**config.mk**
```make
export PLATFORM = sky130hd
export DESIGN_NAME = gpio6_port
export DESIGN_NICKNAME = d
export VERILOG_FILES = /design/src/rtl/gpio6_pkg.sv /design/src/rtl/gpio6_decode.sv /design/src/rtl/gpio6_regs.sv /design/src/rtl/gpio6_sync.sv /design/src/rtl/gpio6_rdmux.sv /design/src/rtl/gpio6_port.sv
export SDC_FILE = /design/constraint.sdc
export NUM_CORES = 1
export LEC_CHECK = 0
export ABC_AREA = 1
export CORE_MARGIN = 3
export CORE_UTILIZATION = 46
export CTS_CLUSTER_DIAMETER = 60
export CTS_CLUSTER_SIZE = 16
export DETAILED_ROUTE_END_ITERATION = 6
export GPL_ROUTABILITY_DRIVEN = 0
export HOLD_SLACK_MARGIN = 0.15
export MAX_ROUTING_LAYER = met4
export PLACE_DENSITY = 0.84
export SKIP_CTS_REPAIR_TIMING = 1
export SLEW_MARGIN = 40
export SYNTH_ARGS = -nofsm -noshare
export SYNTH_HDL_FRONTEND = slang
export SYNTH_HIERARCHICAL = 1
export SYNTH_SLANG_ARGS = --single-unit
```
**constraint.sdc**
```tcl
create_clock -name clk -period 2.1 [get_ports clk]
set_input_delay 0.21 -clock clk [delete_from_list [all_inputs] [get_ports clk]]
set_output_delay 0.21 -clock clk [all_outputs]
set_load 0.05 [all_outputs]
```
**src/rtl/gpio6_pkg.sv**
```systemverilog
package gpio6_pkg;
    localparam int BUS_W  = 8;
    localparam int ADDR_W = 8;

    typedef enum logic [1:0] {
        SEL_NONE = 2'd0,
        SEL_DATA = 2'd1,
        SEL_DIR  = 2'd2
    } reg_sel_e;
endpackage

```
**src/rtl/gpio6_decode.sv**
```systemverilog
module gpio6_decode
    import gpio6_pkg::*;
#(
    parameter int               AW        = ADDR_W,
    parameter logic [AW-1:0]    DATA_ADDR = 'h08,
    parameter logic [AW-1:0]    DIR_ADDR  = 'h0C
) (
    input  logic [AW-1:0] addr,
    output reg_sel_e      sel
);
    always_comb begin
        if (addr == DATA_ADDR)
            sel = SEL_DATA;
        else if (addr == DIR_ADDR)
            sel = SEL_DIR;
        else
            sel = SEL_NONE;
    end
endmodule

```
**src/rtl/gpio6_regs.sv**
```systemverilog
module gpio6_regs
    import gpio6_pkg::*;
#(
    parameter int PORT_W = 6
) (
    input  logic              clk,
    input  logic              rst_n,
    input  logic              wr,
    input  reg_sel_e          sel,
    input  logic [PORT_W-1:0] wdata,
    output logic [PORT_W-1:0] latch_q,
    output logic [PORT_W-1:0] dir_q
);
    always_ff @(posedge clk or negedge rst_n) begin
        if (!rst_n) begin
            latch_q <= '0;
        end else if (wr && sel == SEL_DATA) begin
            latch_q <= wdata;
        end
    end

    always_ff @(posedge clk or negedge rst_n) begin
        if (!rst_n) begin
            dir_q <= '0;
        end else if (wr && sel == SEL_DIR) begin
            dir_q <= wdata;
        end
    end
endmodule

```
**src/rtl/gpio6_sync.sv**
```systemverilog
module gpio6_sync #(
    parameter int PORT_W = 6,
    parameter int STAGES = 2
) (
    input  logic              clk,
    input  logic              rst_n,
    input  logic [PORT_W-1:0] din,
    output logic [PORT_W-1:0] dout
);
    logic [STAGES-1:0][PORT_W-1:0] chain;

    always_ff @(posedge clk or negedge rst_n) begin
        if (!rst_n)
            chain[0] <= '0;
        else
            chain[0] <= din;
    end

    for (genvar s = 1; s < STAGES; s++) begin : g_stage
        always_ff @(posedge clk or negedge rst_n) begin
            if (!rst_n)
                chain[s] <= '0;
            else
                chain[s] <= chain[s-1];
        end
    end

    assign dout = chain[STAGES-1];
endmodule

```
**src/rtl/gpio6_rdmux.sv**
```systemverilog
module gpio6_rdmux
    import gpio6_pkg::*;
#(
    parameter int PORT_W = 6,
    parameter int DW     = BUS_W
) (
    input  reg_sel_e          sel,
    input  logic [PORT_W-1:0] latch_q,
    input  logic [PORT_W-1:0] dir_q,
    input  logic [PORT_W-1:0] pin_sync,
    output logic [DW-1:0]     rdata
);
    logic [PORT_W-1:0] data_view;

    for (genvar b = 0; b < PORT_W; b++) begin : g_bit
        assign data_view[b] = dir_q[b] ? latch_q[b] : pin_sync[b];
    end

    always_comb begin
        rdata = '0;
        unique case (sel)
            SEL_DATA: rdata[PORT_W-1:0] = data_view;
            SEL_DIR:  rdata[PORT_W-1:0] = dir_q;
            SEL_NONE: rdata = '0;
            default:  rdata = '0;
        endcase
    end
endmodule

```
**src/rtl/gpio6_port.sv**
```systemverilog
module gpio6_port
    import gpio6_pkg::*;
#(
    parameter int            PORT_W      = 6,
    parameter int            SYNC_STAGES = 2,
    parameter logic [7:0]    DATA_ADDR   = 8'h08,
    parameter logic [7:0]    DIR_ADDR    = 8'h0C
) (
    input  logic              clk,
    input  logic              rst_n,
    input  logic [7:0]        bus_addr,
    input  logic              bus_wr,
    input  logic [7:0]        bus_wdata,
    output logic [7:0]        bus_rdata,
    input  logic [PORT_W-1:0] pad_in,
    output logic [PORT_W-1:0] pad_out,
    output logic [PORT_W-1:0] pad_oe
);
    localparam int SPARE_W = BUS_W - PORT_W;

    reg_sel_e          sel;
    logic [PORT_W-1:0] latch_q;
    logic [PORT_W-1:0] dir_q;
    logic [PORT_W-1:0] pin_sync;

    if (SPARE_W > 0) begin : g_spare
        logic unused_wdata_hi;
        assign unused_wdata_hi = ^bus_wdata[BUS_W-1:PORT_W];
    end

    gpio6_decode #(
        .AW        (ADDR_W),
        .DATA_ADDR (DATA_ADDR),
        .DIR_ADDR  (DIR_ADDR)
    ) u_decode (
        .addr (bus_addr),
        .sel  (sel)
    );

    gpio6_regs #(
        .PORT_W (PORT_W)
    ) u_regs (
        .clk     (clk),
        .rst_n   (rst_n),
        .wr      (bus_wr),
        .sel     (sel),
        .wdata   (bus_wdata[PORT_W-1:0]),
        .latch_q (latch_q),
        .dir_q   (dir_q)
    );

    gpio6_sync #(
        .PORT_W (PORT_W),
        .STAGES (SYNC_STAGES)
    ) u_sync (
        .clk   (clk),
        .rst_n (rst_n),
        .din   (pad_in),
        .dout  (pin_sync)
    );

    gpio6_rdmux #(
        .PORT_W (PORT_W),
        .DW     (BUS_W)
    ) u_rdmux (
        .sel      (sel),
        .latch_q  (latch_q),
        .dir_q    (dir_q),
        .pin_sync (pin_sync),
        .rdata    (bus_rdata)
    );

    assign pad_out = latch_q;
    assign pad_oe  = dir_q;
endmodule

```
==> results of run 1 <==
synthesized netlist by cell type:
| cell | instances |
|---|---|
| sky130_fd_sc_hd__inv_2 | 2 |
| sky130_fd_sc_hd__a21oi_1 | 6 |
| sky130_fd_sc_hd__dfrtp_1 | 24 |
| sky130_fd_sc_hd__ha_1 | 2 |
| sky130_fd_sc_hd__buf_4 | 8 |
| sky130_fd_sc_hd__nand2_1 | 58 |
| sky130_fd_sc_hd__nand3_2 | 2 |
| sky130_fd_sc_hd__buf_2 | 3 |
| sky130_fd_sc_hd__nand4_1 | 12 |
| sky130_fd_sc_hd__buf_6 | 1 |
| sky130_fd_sc_hd__nor2_2 | 1 |
| sky130_fd_sc_hd__nor2_1 | 5 |
| sky130_fd_sc_hd__inv_1 | 18 |
| sky130_fd_sc_hd__conb_1 | 1 |
worst paths after layout:
| kind | endpoint | slack, ns | cells after the start |
|---|---|---|---|
| max in group asynchronous | u_regs/dir_q[4] | 1.61 | 2 |
| min in group clk | u_sync/chain[0] | 0.32 | 1 |
| max | bus_rdata[4] | 0.04 | 10 |
| min | u_sync/chain[0] | 0.26 | 2 |
| min reg2reg | u_sync/dout[5] | 0.37 | 0 |
| max reg2reg | u_regs/dir_q[4] | 1.38 | 2 |
routing by layer:
layer  routed length [um]  track usage, %  vias to the layer above
met5                    0               -                        -
met4                   74            8.14                        0
met3                  154            2.78                        8
met2                 1460            34.2                       41
met1                 1070            19.3                      475
li1                     -               -                      507
worst max-delay path, delay by kind of cell:
| kind | cells | cell delay (ns) |
|---|---|---|
| compound gates | 1 | 0.17 |
| fa+ha+maj | 1 | 0.28 |
| buf+inv | 4 | 0.72 |
| simple gates | 4 | 0.47 |
cells by family (layout without fill, tap and decap cells):
family	after synthesis	count (layout)	synth area share, %
AND/OR/NAND/NOR	78	78	29.2
AO/OA/AOI/OAI	6	6	2.59
flip-flops	24	24	51.8
adder cells (fa/ha/maj)	2	2	2.16
buffers and inverters	32	69	13.9
other	1	2	0.324
flip-flops by register name, indices dropped and copies added (netlist names):
register        cells
u_sync/dout         6
u_regs/latch_q      6
u_sync/chain        6
u_regs/dir_q        6
through the flow:
stage	std cells	hold slack, ns	TNS [ns]	area [um2]
CTS	208	0.256	-0.648	1670
finish	209	0.258	0	1720
floorplan	144	-0.0856	0	1160
global placement	204	0.335	-0.260	1610
detailed placement	204	0.345	-0.548	1610
global route	209	0.270	-0.188	1720
power by group:
group	internal, mW	switching, mW	total, mW	leakage (nW)
logic	0.0653	0.0897	0.155	0.442
registers	0.484	0.0151	0.499	0.305
clock network	0.193	0.128	0.321	0.0279
cell type report:
type | instances | area [um2] | area share (%)
multi-input combinational | 88 | 445 | 25.8
inverter | 20 | 75.1 | 4.35
timing repair buffer | 45 | 515 | 29.9
clock inverter | 1 | 30.0 | 1.74
tap | 28 | 35.0 | 2.03
sequential | 24 | 601 | 34.8
clock buffer | 3 | 22.5 | 1.31
==> results.txt, run 1 <==
The run finished with clean final reports. Entering global routing, the biggest net connects 25 pins. Initial antenna violation count: 0.

The delay of the slowest cell on the worst path came out at 0.40 ns. In this run the static leakage power is 0.775 nW. The logs give 24 for the clock sink count and 50.4% for the starting density of the core. For the number of distinct library cells after synthesis, the log shows 14. The total of endpoints with negative setup slack in the final report came out at 0.

In this run the vertical extent of the chip is 56.2 um. The final critical path time including I/O delays and setup is 2.06 ns, and the average vias per placed instance is 4.93. The power per cell area was 566 nW/um2; the top-area cell type share of the netlist area was 51.8%. No sink is reached through more buffers than the 2 on the longest clock path. The top achievable clock speed came out at 485 MHz. From synthesis to final layout, the design area changed by 48.8%. In the global route stage, overall resource usage came out at 18.6%.

Dividing the detail-routed wire length by the instance count gives 13.2 um. The highest net fanout along the worst path is 6. The relative max-transition margin is 66.6%, and the data arrival time of the critical path is 1.85 ns. The final count of hold timing violations was 0.

The first TritonRoute pass finished after 4 iterations. Clock tree synthesis inserted a total of 3 buffers. The critical register-to-register path startpoint is u_regs/dir_q[4]. Traced cell by cell, the critical path runs through clkdlybuf4s50_1, nor2_1, nand2_2, nor2_4, inv_1, ha_1, inv_2, nand2_1, a21oi_2, buf_12. Max-cap violations in this run came to 0. TritonCTS built the clock tree. Row generation in the floorplan step produced 17 rows.

Of all cell types, the one taking the most synthesized area is sky130_fd_sc_hd__dfrtp_1. The HPWL after detailed placement is 2010 um. The post-synthesis cell count is 143. Leaving out fill and tap cells, the most frequent cells in the layout are sky130_fd_sc_hd__nand2_1 (56), sky130_fd_sc_hd__clkdlybuf4s50_1 (32), sky130_fd_sc_hd__dfrtp_1 (24), sky130_fd_sc_hd__inv_1 (17), sky130_fd_sc_hd__nand4_1 (12). After synthesis the cells add up to 1160 um2. Minimum setup slack in the final design: 0.0399 ns. The max-slew violation count is 0, and the number of diodes is 0. In this run the mean area of a mapped cell was 8.10 um2. The floorplan step defined a die boundary enclosing 3160 um2. The proportion of layout cells with a drive suffix above 1 is 17.7%.

Leaving out fill and tap cells, the most frequent cell in the layout is sky130_fd_sc_hd__nand2_1. Type of the setup path with the least slack: primary input to output pin. For this run the aggregate overflow at the end of global routing stands at 0.

The min-delay analysis places its worst path in the category primary input to async pin. Measured on the finished design, the core utilization comes to 75.1%. The final cycle utilization of the critical path came out at 98.1%. Buffers placed on the I/O ports in this run total 40.

STA classifies the critical path startpoint as a primary input. The first global-routing pass estimated 4550 um of wire. For the via count of the first global-routing pass, the log shows 1,049.

The residual DRC count was 0; the minimum setup slack after placement was -0.101 ns. For the pin with the worst max-slew slack, the measured transition is 0.499 ns. The floorplan step defined a core boundary enclosing 2300 um2.

At the later pin of the worst-skew pair, clock insertion delay measures 0.30 ns. The number of synthesized register bits works out to 24. The logs give 0.00693 ns for the final worst clock skew and 51.8% for the share of synthesized area occupied by flip-flops and latches.

By area the synthesized netlist is led by sky130_fd_sc_hd__dfrtp_1 (52%), sky130_fd_sc_hd__nand2_1 (19%), sky130_fd_sc_hd__nand4_1 (6.5%), sky130_fd_sc_hd__inv_1 (5.8%), sky130_fd_sc_hd__buf_4 (5.2%). Clock tree synthesis selected as its root buffer the cell sky130_fd_sc_hd__clkbuf_4. Summing internal, switching and leakage power gives 975 uW.

The number of nets with antenna violations after routing is 0. The slowest stage of the critical path is the sky130_fd_sc_hd__clkdlybuf4s50_1 cell. The maximum level of the CTS H-tree was 1.

The tools report the number of nets in the layout as 209. The worst-case IR drop observed on VDD is 456 uV. STA classifies the critical path endpoint as an output pin. The logs give 1,031 for the via count and 45 for the boundary pin count.

Data on the critical path is required at its endpoint by 1.89 ns. Counting the fill cells in the layout gives 161. During synthesis, Yosys emitted a total of 6 warnings. After detailed routing, the total wire length is 2750 um. For this block, the initial DRC count from the detailed router was 23. After clock tree synthesis, the clock-pin slew on the worst setup and hold paths is 0.13 ns. In this run the horizontal extent of the chip is 56.2 um. The worst setup path startpoint is bus_addr[7].
(Power assumes the default switching activity.)
==> run 2: changes to the inputs <==
- GPL_TIMING_DRIVEN: unset -> 0
==> run 2 against run 1 <==
- flip-flop and latch count is the same
- count of clock-buffer cells in the layout is the same
- die area is the same
- cell count grew 4.3%
- clock power is essentially flat
- routed wire length shrank 2.7%
- core utilization grew 0.16 points
- register-to-register slack gained 0.06 ns
- first-iteration DRC count grew 43%
- largest cell class unchanged
- non-clock buffer count grew 9
- critical path type unchanged
==> results.txt, run 2 (synthesis results as in run 1) <==
The multi-input combinational cell area is 464 um2 (+4.2%). For hold timing, the worst endpoint is u_sync/chain[5]. The data arrival time of the critical path is 1.83 ns (-0.02 ns). The tree is rooted in a sky130_fd_sc_hd__clkbuf_4.

The final critical path time including I/O delays and setup came out at 2.04 ns (-0.0202 ns). The met3 wire length is 157 um (+1.9%). The residual DRC count was 0 (unchanged); the highest net fanout along the worst path was 6 (unchanged). The die span in x is 56.2 um (unchanged).

Signal routing reaches up to met4. The top achievable clock speed was 490 MHz (+0.99%); the total of endpoints with negative setup slack in the final report was 0 (unchanged). The total routed wire length on the met1 layer is 1120 um (+5.4%). The final cycle utilization of the critical path was 97.1% (-0.96 points); the area overhead of the layout relative to synthesis was 49.1%. For the die outline area, the log shows 3160 um2 (unchanged). The via count of the first global-routing pass came out at 1,023 (-2.5%). The class of the most critical hold timing path was primary input to flop. The cell depth of the worst hold path works out to 1. The maximum level of the CTS H-tree was 1 (unchanged).

The worst register-to-register path ends at u_regs/dir_q[1]. The static leakage power came out at 0.795 nW (+2.7%). The tools report the starting density of the core as 50.4% (unchanged). The clock transition at the register clock pins on the worst setup and hold paths after CTS was 0.12 ns (about the same); the proportion of layout cells with a drive suffix above 1 was 22.1% (+4.4 points). STA classifies the critical path endpoint as an output pin. Site row count: 17 (unchanged). The area of the placeable core was 2300 um2 (unchanged); the final count of hold timing violations was 0 (unchanged). The tools report the max-slew violation count as 0 (unchanged).

The logs give 75.2% (+0.16 points) for the core utilization of the finished layout and 0.000380 ns (-0.00655 ns) for the final worst clock skew. For this design, the slowest cell found on the critical path is sky130_fd_sc_hd__clkdlybuf4s50_1. The logs give 569 uV (+25%) for the largest vdd supply drop and 0 (unchanged) for the number of nets with antenna violations after routing. The critical path in this run is classified as primary input to output pin. Count of buffers inserted at the top-level ports: 40 (unchanged). The tools report the number of max-capacitance violations reported as 0 (unchanged). The number of design-rule violations left by the first detailed-router iteration was 33 (+43%); the final hold slack was 0.328 ns (+0.0702 ns). The area taken by flip-flops and latches is 601 um2 (unchanged).

The number of nets in the layout was 218 (+4.3%); the critical path required time was 1.89 ns (about the same). TritonCTS built the clock tree. The met2 routed wirelength was 1350 um (-7.5%); the wire length reported by the detailed router was 2680 um (-2.7%). Walking the worst path, the cells encountered are clkdlybuf4s50_1, nor2_2, nand2_2, nor2_4, inv_1, ha_4, inv_4, nand2_1, a21oi_1, buf_4.

The measured slew at the worst slew-check pin was 0.519 ns (+0.0199 ns). For the number of buffers inserted during clock tree synthesis, the log shows 3 (unchanged). The flow ran to the end, and the final reports show no timing, DRC or antenna violations. The boundary pin count is 45 (unchanged). The average wire per standard cell was 12.3 um (-6.7%). For the sum of negative setup slack, the log shows 0 ns (unchanged).

The library cells used most frequently in the layout, excluding fill and tap cells, are sky130_fd_sc_hd__nand2_1 (56), sky130_fd_sc_hd__clkdlybuf4s50_1 (32), sky130_fd_sc_hd__dfrtp_1 (24), sky130_fd_sc_hd__inv_1 (16). The tools report the detailed placement HPWL as 1970 um (-1.9%). The global routing usage summed across all routing layers is 17.7% (-0.84 points), and the clock sink count is 24 (unchanged).

The height of the chip is 56.2 um (unchanged). The via count is 1,053 (+2.1%). STA classifies the critical path startpoint as a primary input. The reg-to-reg setup timing slack was 1.44 ns (+0.06 ns). The number of fill cells in the layout is 157 (-2.5%), and the total global routing overflow is 0 (unchanged). The initial antenna violation count is 0 (unchanged), and the average vias per placed instance is 4.83 (-2.1%). The length in cells of the worst reg-to-reg path is 2 (unchanged).

Total iterations of the first detailed-routing run: 4 (unchanged). The library cell used most frequently in the layout, excluding fill and tap cells, is sky130_fd_sc_hd__nand2_1. The run gives 0.30 ns (about the same) as the clock latency reported for the late side of the worst-skew pair.

The maximum number of pins on one net before global-route repair is 25 (unchanged). The critical register-to-register path startpoint was u_regs/dir_q[1]. The power per cell area was 570 nW/um2 (+0.86%). The startpoint of the most critical hold path was pad_in[5]. For the number of diodes, the log shows 0 (unchanged).

The delay of the slowest cell on the worst path was 0.42 ns (+0.02 ns). The wire length of the first global-routing pass was 4400 um (-3.3%); the relative max-transition margin was 65.3% (-1.3 points). The run gives 2 (unchanged) as the deepest clock path buffer count.
==> run 2: changes by cell type in the layout (fill, tap and decap cells not counted), sizes merged <==
cell | before | now
buf | 11 | 20
dlygate4sd3 | 0 | 1
dlymetal6s2s | 2 | 1
==> run 2: worst max-delay path by stage <==
stage,start,end,slack [ns],cells after the start
after detailed placement,bus_addr[3],bus_rdata[0],-0.66,11
after floorplan,bus_addr[1],bus_rdata[0],0.12,8
after global placement,bus_addr[3],bus_rdata[0],-0.60,11
after global routing,bus_addr[0],bus_rdata[2],-0.06,10
final,bus_addr[0],bus_rdata[2],0.06,10
after CTS,bus_addr[3],bus_rdata[3],-0.66,11
==> run 2: per-layer routing <==
layer  vias to the layer above  track usage [%]
met4                         0             5.76
met1                       482             20.8
met3                         6             3.48
met5                         -                -
li1                        531                -
met2                        34             30.4
==> run 2: report_power, final <==
group / switching, mW / internal (mW) / leakage, nW
combinational: 0.0919 / 0.0747 / 0.462
sequential: 0.0141 / 0.484 / 0.305
clock: 0.128 / 0.193 / 0.0279
total: 0.234 / 0.752 / 0.795
==> run 2: area by class of cell <==
cell class	count	share of cell area (%)
inverters	20	4.49
flip-flops and latches	24	34.8
clock buffers	3	1.30
clock inverters	1	1.74
well taps	28	2.03
repair buffers	43	24.5
multi-input cells	88	26.9
plain buffers	11	4.34
==> run 2: critical path, delay by kind of cell <==
kind	cells	cell delay [ns]
buffers and inverters	4	0.80
and+or+nand+nor	4	0.49
adders and majority gates	1	0.22
AOI/OAI and AO/OA	1	0.12
==> run 2: metrics by stage <==
| stage | power (mW) | worst slack, ns | cells | area [um2] |
|---|---|---|---|---|
| global placement | 0.667 | -0.602 | 212 | 1600 |
| CTS | 0.990 | -0.664 | 216 | 1650 |
| global route | 1.03 | -0.0599 | 218 | 1730 |
| finish | 0.986 | 0.0601 | 218 | 1730 |
| floorplan | 0.586 | 0.120 | 144 | 1160 |
| detailed placement | 0.670 | -0.659 | 212 | 1590 |
==> run 3: changes to the inputs <==
- CORE_UTILIZATION: 46 -> 44
- PLACE_DENSITY: 0.84 -> 0.83
- SKIP_CTS_REPAIR_TIMING: 1 -> unset
- SYNTH_HIERARCHICAL: 1 -> unset
==> run 3 against run 2 <==
- flip-flop and latch count unchanged
- sequential share of layout area grew 5.0 points
- sequential power barely moved
- register-to-register slack barely moved
- power fell by 8.9%
- critical path depth is 1 lower
- area after synthesis decreased by 9.7%
- combinational power fell by 2%
- global-route usage increased by 1.8 points
- maximum frequency grew 2.3%
- first-iteration DRC count down 67%
- routed wire length decreased by 10%
==> results.txt, run 3 <==
The run finished with clean final reports. In this run the critical register-to-register path is launched from u_regs.dir_q[1]. Top achievable clock speed: 502 MHz (+2.3%). Starting density of the core: 46.8% (-3.6 points). The clock sink count is 24 (unchanged), and the total power draw is 898 uW (-8.9%). The per-instance average area after synthesis came out at 8.44 um2 (+4.1%).

Measured slew at the worst slew-check pin: 0.528 ns (+0.00915 ns). The tools report the count of yosys warnings during synthesis as 0 (-6). The logs give 45 (unchanged) for the boundary pin count and 0 (unchanged) for the total global routing overflow. The final hold slack was 0.320 ns (-0.00811 ns).

The final worst clock skew is 0.00126 ns (+0.000884 ns). The number of max-capacitance violations reported came out at 0 (unchanged). Among all flip-flop cells after synthesis, the most frequent one is sky130_fd_sc_hd__dfrtp_1.

The number of distinct library cells after synthesis came out at 13 (-1). The number of nets in the layout came out at 196 (-10%). TritonCTS built the clock tree. The number of synthesized register bits is 24 (unchanged), and the post-placement cell count is 193 (-9.0%).

The library cells used most frequently in the layout, excluding fill and tap cells, are sky130_fd_sc_hd__nand2_1 (54), sky130_fd_sc_hd__clkdlybuf4s50_1 (33), sky130_fd_sc_hd__dfrtp_1 (24), sky130_fd_sc_hd__nand3_1 (14), sky130_fd_sc_hd__inv_1 (11). The height of the chip is 54.8 um (-2.5%). The switching fraction of total power was 26.5% (+2.8 points).

The number of buffer and inverter stages on the critical path came out at 4 (unchanged). The run gives 0 (unchanged) as the number of nets with antenna violations after routing. The cell that appears most often on the critical path is sky130_fd_sc_hd__nand2_1. In the post-synthesis netlist, the biggest area contributors are sky130_fd_sc_hd__dfrtp_1 (57%), sky130_fd_sc_hd__nand2_1 (19%), sky130_fd_sc_hd__nand3_1 (6.7%), sky130_fd_sc_hd__inv_1 (3.9%), sky130_fd_sc_hd__o21ai_1 (2.9%). The cell depth of the worst setup path works out to 9 (-1).

On the critical path, the stage with the largest delay is an instance of sky130_fd_sc_hd__clkdlybuf4s50_1. The number of design-rule violations left by the first detailed-router iteration was 11 (-67%). STA classifies the critical path endpoint as an output pin.

For the power share of the clock group, the log shows 26.3% (-6.2 points). The largest total area in the synthesized netlist belongs to sky130_fd_sc_hd__dfrtp_1. For the final non-filler cell area, the log shows 1510 um2 (-13%). The tools report the netlist area before placement as 1050 um2 (-9.7%). Deepest clock path buffer count: 2 (unchanged).

Wire length of the first global-routing pass: 3930 um (-11%). The most common library cell in the layout ignoring fill and taps is sky130_fd_sc_hd__nand2_1. The final critical path time including I/O delays and setup works out to 1.99 ns (-0.0466 ns). The die span in x was 54.8 um (-2.5%); the highest net fanout along the worst path was 10 (+4).

The length in cells of the worst reg-to-reg path is 2 (unchanged), and the top-area cell type share of the netlist area is 57.4% (+5.6 points). The logs give 57.4% (+5.6 points) for the share of synthesized area occupied by flip-flops and latches and 2400 um (-10%) for the wire length reported by the detailed router. The detailed placement HPWL was 1840 um (-6.8%). The initial antenna violation count came out at 0 (unchanged). The tools report the data arrival time of the critical path as 1.78 ns (-0.05 ns).

The count of buffers inserted at the top-level ports was 40 (unchanged). Residual DRC count: 0 (unchanged). The via count of the first global-routing pass came out at 937 (-8.4%). Among all cell types in the netlist, the one instantiated most often is sky130_fd_sc_hd__nand2_1.

The post-synthesis cell count is 124 (-13%), and the maximum number of pins on one net before global-route repair is 25 (unchanged). The proportion of layout cells with a drive suffix above 1 works out to 12.4% (-9.8 points). By count the netlist is led by sky130_fd_sc_hd__nand2_1 (54), sky130_fd_sc_hd__dfrtp_1 (24), sky130_fd_sc_hd__nand3_1 (14). The share of synthesized flip-flops with an asynchronous set or reset was 100% (unchanged); the global routing usage summed across all routing layers was 19.5% (+1.8 points). The critical path required time is 1.89 ns (about the same). The tools report the total of endpoints with negative setup slack in the final report as 0 (unchanged). The minimum setup slack after placement was -0.306 ns (+0.353 ns); the delay of the slowest cell on the worst path was 0.51 ns (+0.09 ns).

The non-filler instance count after layout is 198 (-9.2%), and the combinational share of power is 18.2% (+1.3 points). The average vias per placed instance was 4.74 (-1.8%); the reg-to-reg setup timing slack was 1.43 ns (about the same). The run gives 0 (unchanged) as the final count of hold timing violations. The static leakage power is 0.731 nW (-8.1%). The number of buffers inserted during clock tree synthesis was 3 (unchanged); the final cycle utilization of the critical path was 94.9% (-2.2 points). Via count: 939 (-11%).

The power per cell area was 595 nW/um2 (+4.3%). The tools report the element type at the critical path start as a primary input. Die outline area: 3000 um2 (-5.0%).

Timing endpoint of the critical path: bus_rdata[1]. The number of enable flip-flop cells after synthesis is 0 (unchanged). Traced cell by cell, the critical path runs through clkdlybuf4s50_1, inv_1, nor2_1, nand2_1, nor2_4, buf_6, nand2_1, o21ai_1, clkdlybuf4s15_2. The clock transition at the register clock pins on the worst setup and hold paths after CTS is 0.12 ns (about the same), and the average wire per standard cell is 12.1 um (-1.4%). The worst setup path is of the primary input to output pin kind. The maximum level of the CTS H-tree was 1 (unchanged).

The total iterations of the first detailed-routing run was 4 (unchanged). The run gives 0 (unchanged) as the number of diodes. Relative to the synthesized area, the layout overhead comes to 44.3%. The largest vdd supply drop came out at 606 uV (+6.4%). For the max-slew violation count, the log shows 0 (unchanged). The most critical setup path has its startpoint at bus_addr[3].

The min-delay analysis places its worst path in the category primary input to flop. The run gives 238 uW (+1.7%) as the switching power. Clock latency reported for the late side of the worst-skew pair: 0.31 ns (about the same).

CTS placed an instance of sky130_fd_sc_hd__clkbuf_4 at the clock tree root. The site row count is 17 (unchanged), and the post-detailed-placement cell area is 1480 um2 (-7.1%). The worst flop-to-flop path endpoint was u_regs.dir_q[1]. The cell-internal power is 660 uW (-12%), and the relative max-transition margin is 64.8% (-0.50 points).

The area of the placeable core was 2230 um2 (-2.8%); the minimum setup slack in the final design was 0.107 ns (+0.0466 ns). The cell family contributing the most delay on the critical path is buffers and inverters. Part of the power in registers: 55.5% (+4.9 points).

Setup repair after global routing left no endpoint under its margin.
-- run 3: cell types whose count changed in the layout (fill, tap and decap cells not counted), moves of 5 or more --
cell / previous run / this run
sky130_fd_sc_hd__a21oi_2: 5 / 0
sky130_fd_sc_hd__nand3_1: 0 / 14
sky130_fd_sc_hd__o21ai_1: 0 / 6
sky130_fd_sc_hd__buf_4: 12 / 2
sky130_fd_sc_hd__nand4_1: 12 / 0
sky130_fd_sc_hd__inv_1: 16 / 11
-- run 3: worst min path at each step --
stage,cells past startpoint,end,slack (ns),from
after global routing,1,u_sync.chain[4],0.31,pad_in[4]
after global placement,0,u_sync.dout[0],0.33,u_sync.chain[0]
after CTS,1,u_sync.chain[4],0.31,pad_in[4]
after floorplan,0,u_regs.dir_q[0],-0.09,rst_n
after detailed placement,1,u_sync.chain[0],0.21,rst_n
final,1,u_sync.chain[4],0.32,pad_in[4]
-- run 3: timing repair --
action,4_1_cts,5_1_grt
setup endpoints to repair,6,4
hold endpoints to repair,24,0
hold buffers,1,0
setup buffers,0,0
gates resized for setup,10,8
-- run 3: routing by layer --
layer / vias to the layer above / share of wire (%) / track usage [%]
met2: 42 / 50 / 31.5
met4: 0 / 2.1 / 9.96
met3: 4 / 7.8 / 3.81
met1: 423 / 40 / 23.0
li1: 470 / - / -
met5: - / 0 / -
-- run 3: worst reg2reg max path, stage by stage, from the launching register on --
cell,delay (ns)
sky130_fd_sc_hd__dfrtp_1,0.44
sky130_fd_sc_hd__nand2_1,0.08
sky130_fd_sc_hd__nand2_1,0.05
-- run 3: final cells by class --
type / count / area [um2]
tap: 28 / 35.0
buffer: 4 / 37.5
timing repair buffer: 41 / 388
multi-input combinational: 85 / 367
fill: 174 / 724
sequential: 24 / 601
clock buffer: 4 / 36.3
inverter: 12 / 45.0
-- run 3: power groups by stage --
stage          Clock, mW  Combinational (mW)  Sequential (mW)
6_report           0.236               0.163            0.498
4_1_cts            0.245               0.164            0.498
3_3_place_gp           0               0.160            0.506
5_1_grt            0.264               0.177            0.501
2_1_floorplan          0              0.0417            0.543
3_5_place_dp           0               0.163            0.507
-- run 3: logic make-up after synthesis --
| group | after synthesis | share of synthesized area, % |
|---|---|---|
| AOI/OAI and AO/OA | 6 | 2.87 |
| buffers and inverters | 16 | 7.89 |
| and+or+nand+nor | 77 | 31.5 |
| DFF | 24 | 57.4 |
| other | 1 | 0.359 |
-- run 3: stage by stage --
stage | TNS [ns] | util, %
3_3_place_gp | -1.40 | 66.5
4_1_cts | 0 | 68.2
6_report | 0 | 67.6
3_5_place_dp | -1.61 | 66.3
2_1_floorplan | 0 | -
5_1_grt | 0 | 67.6
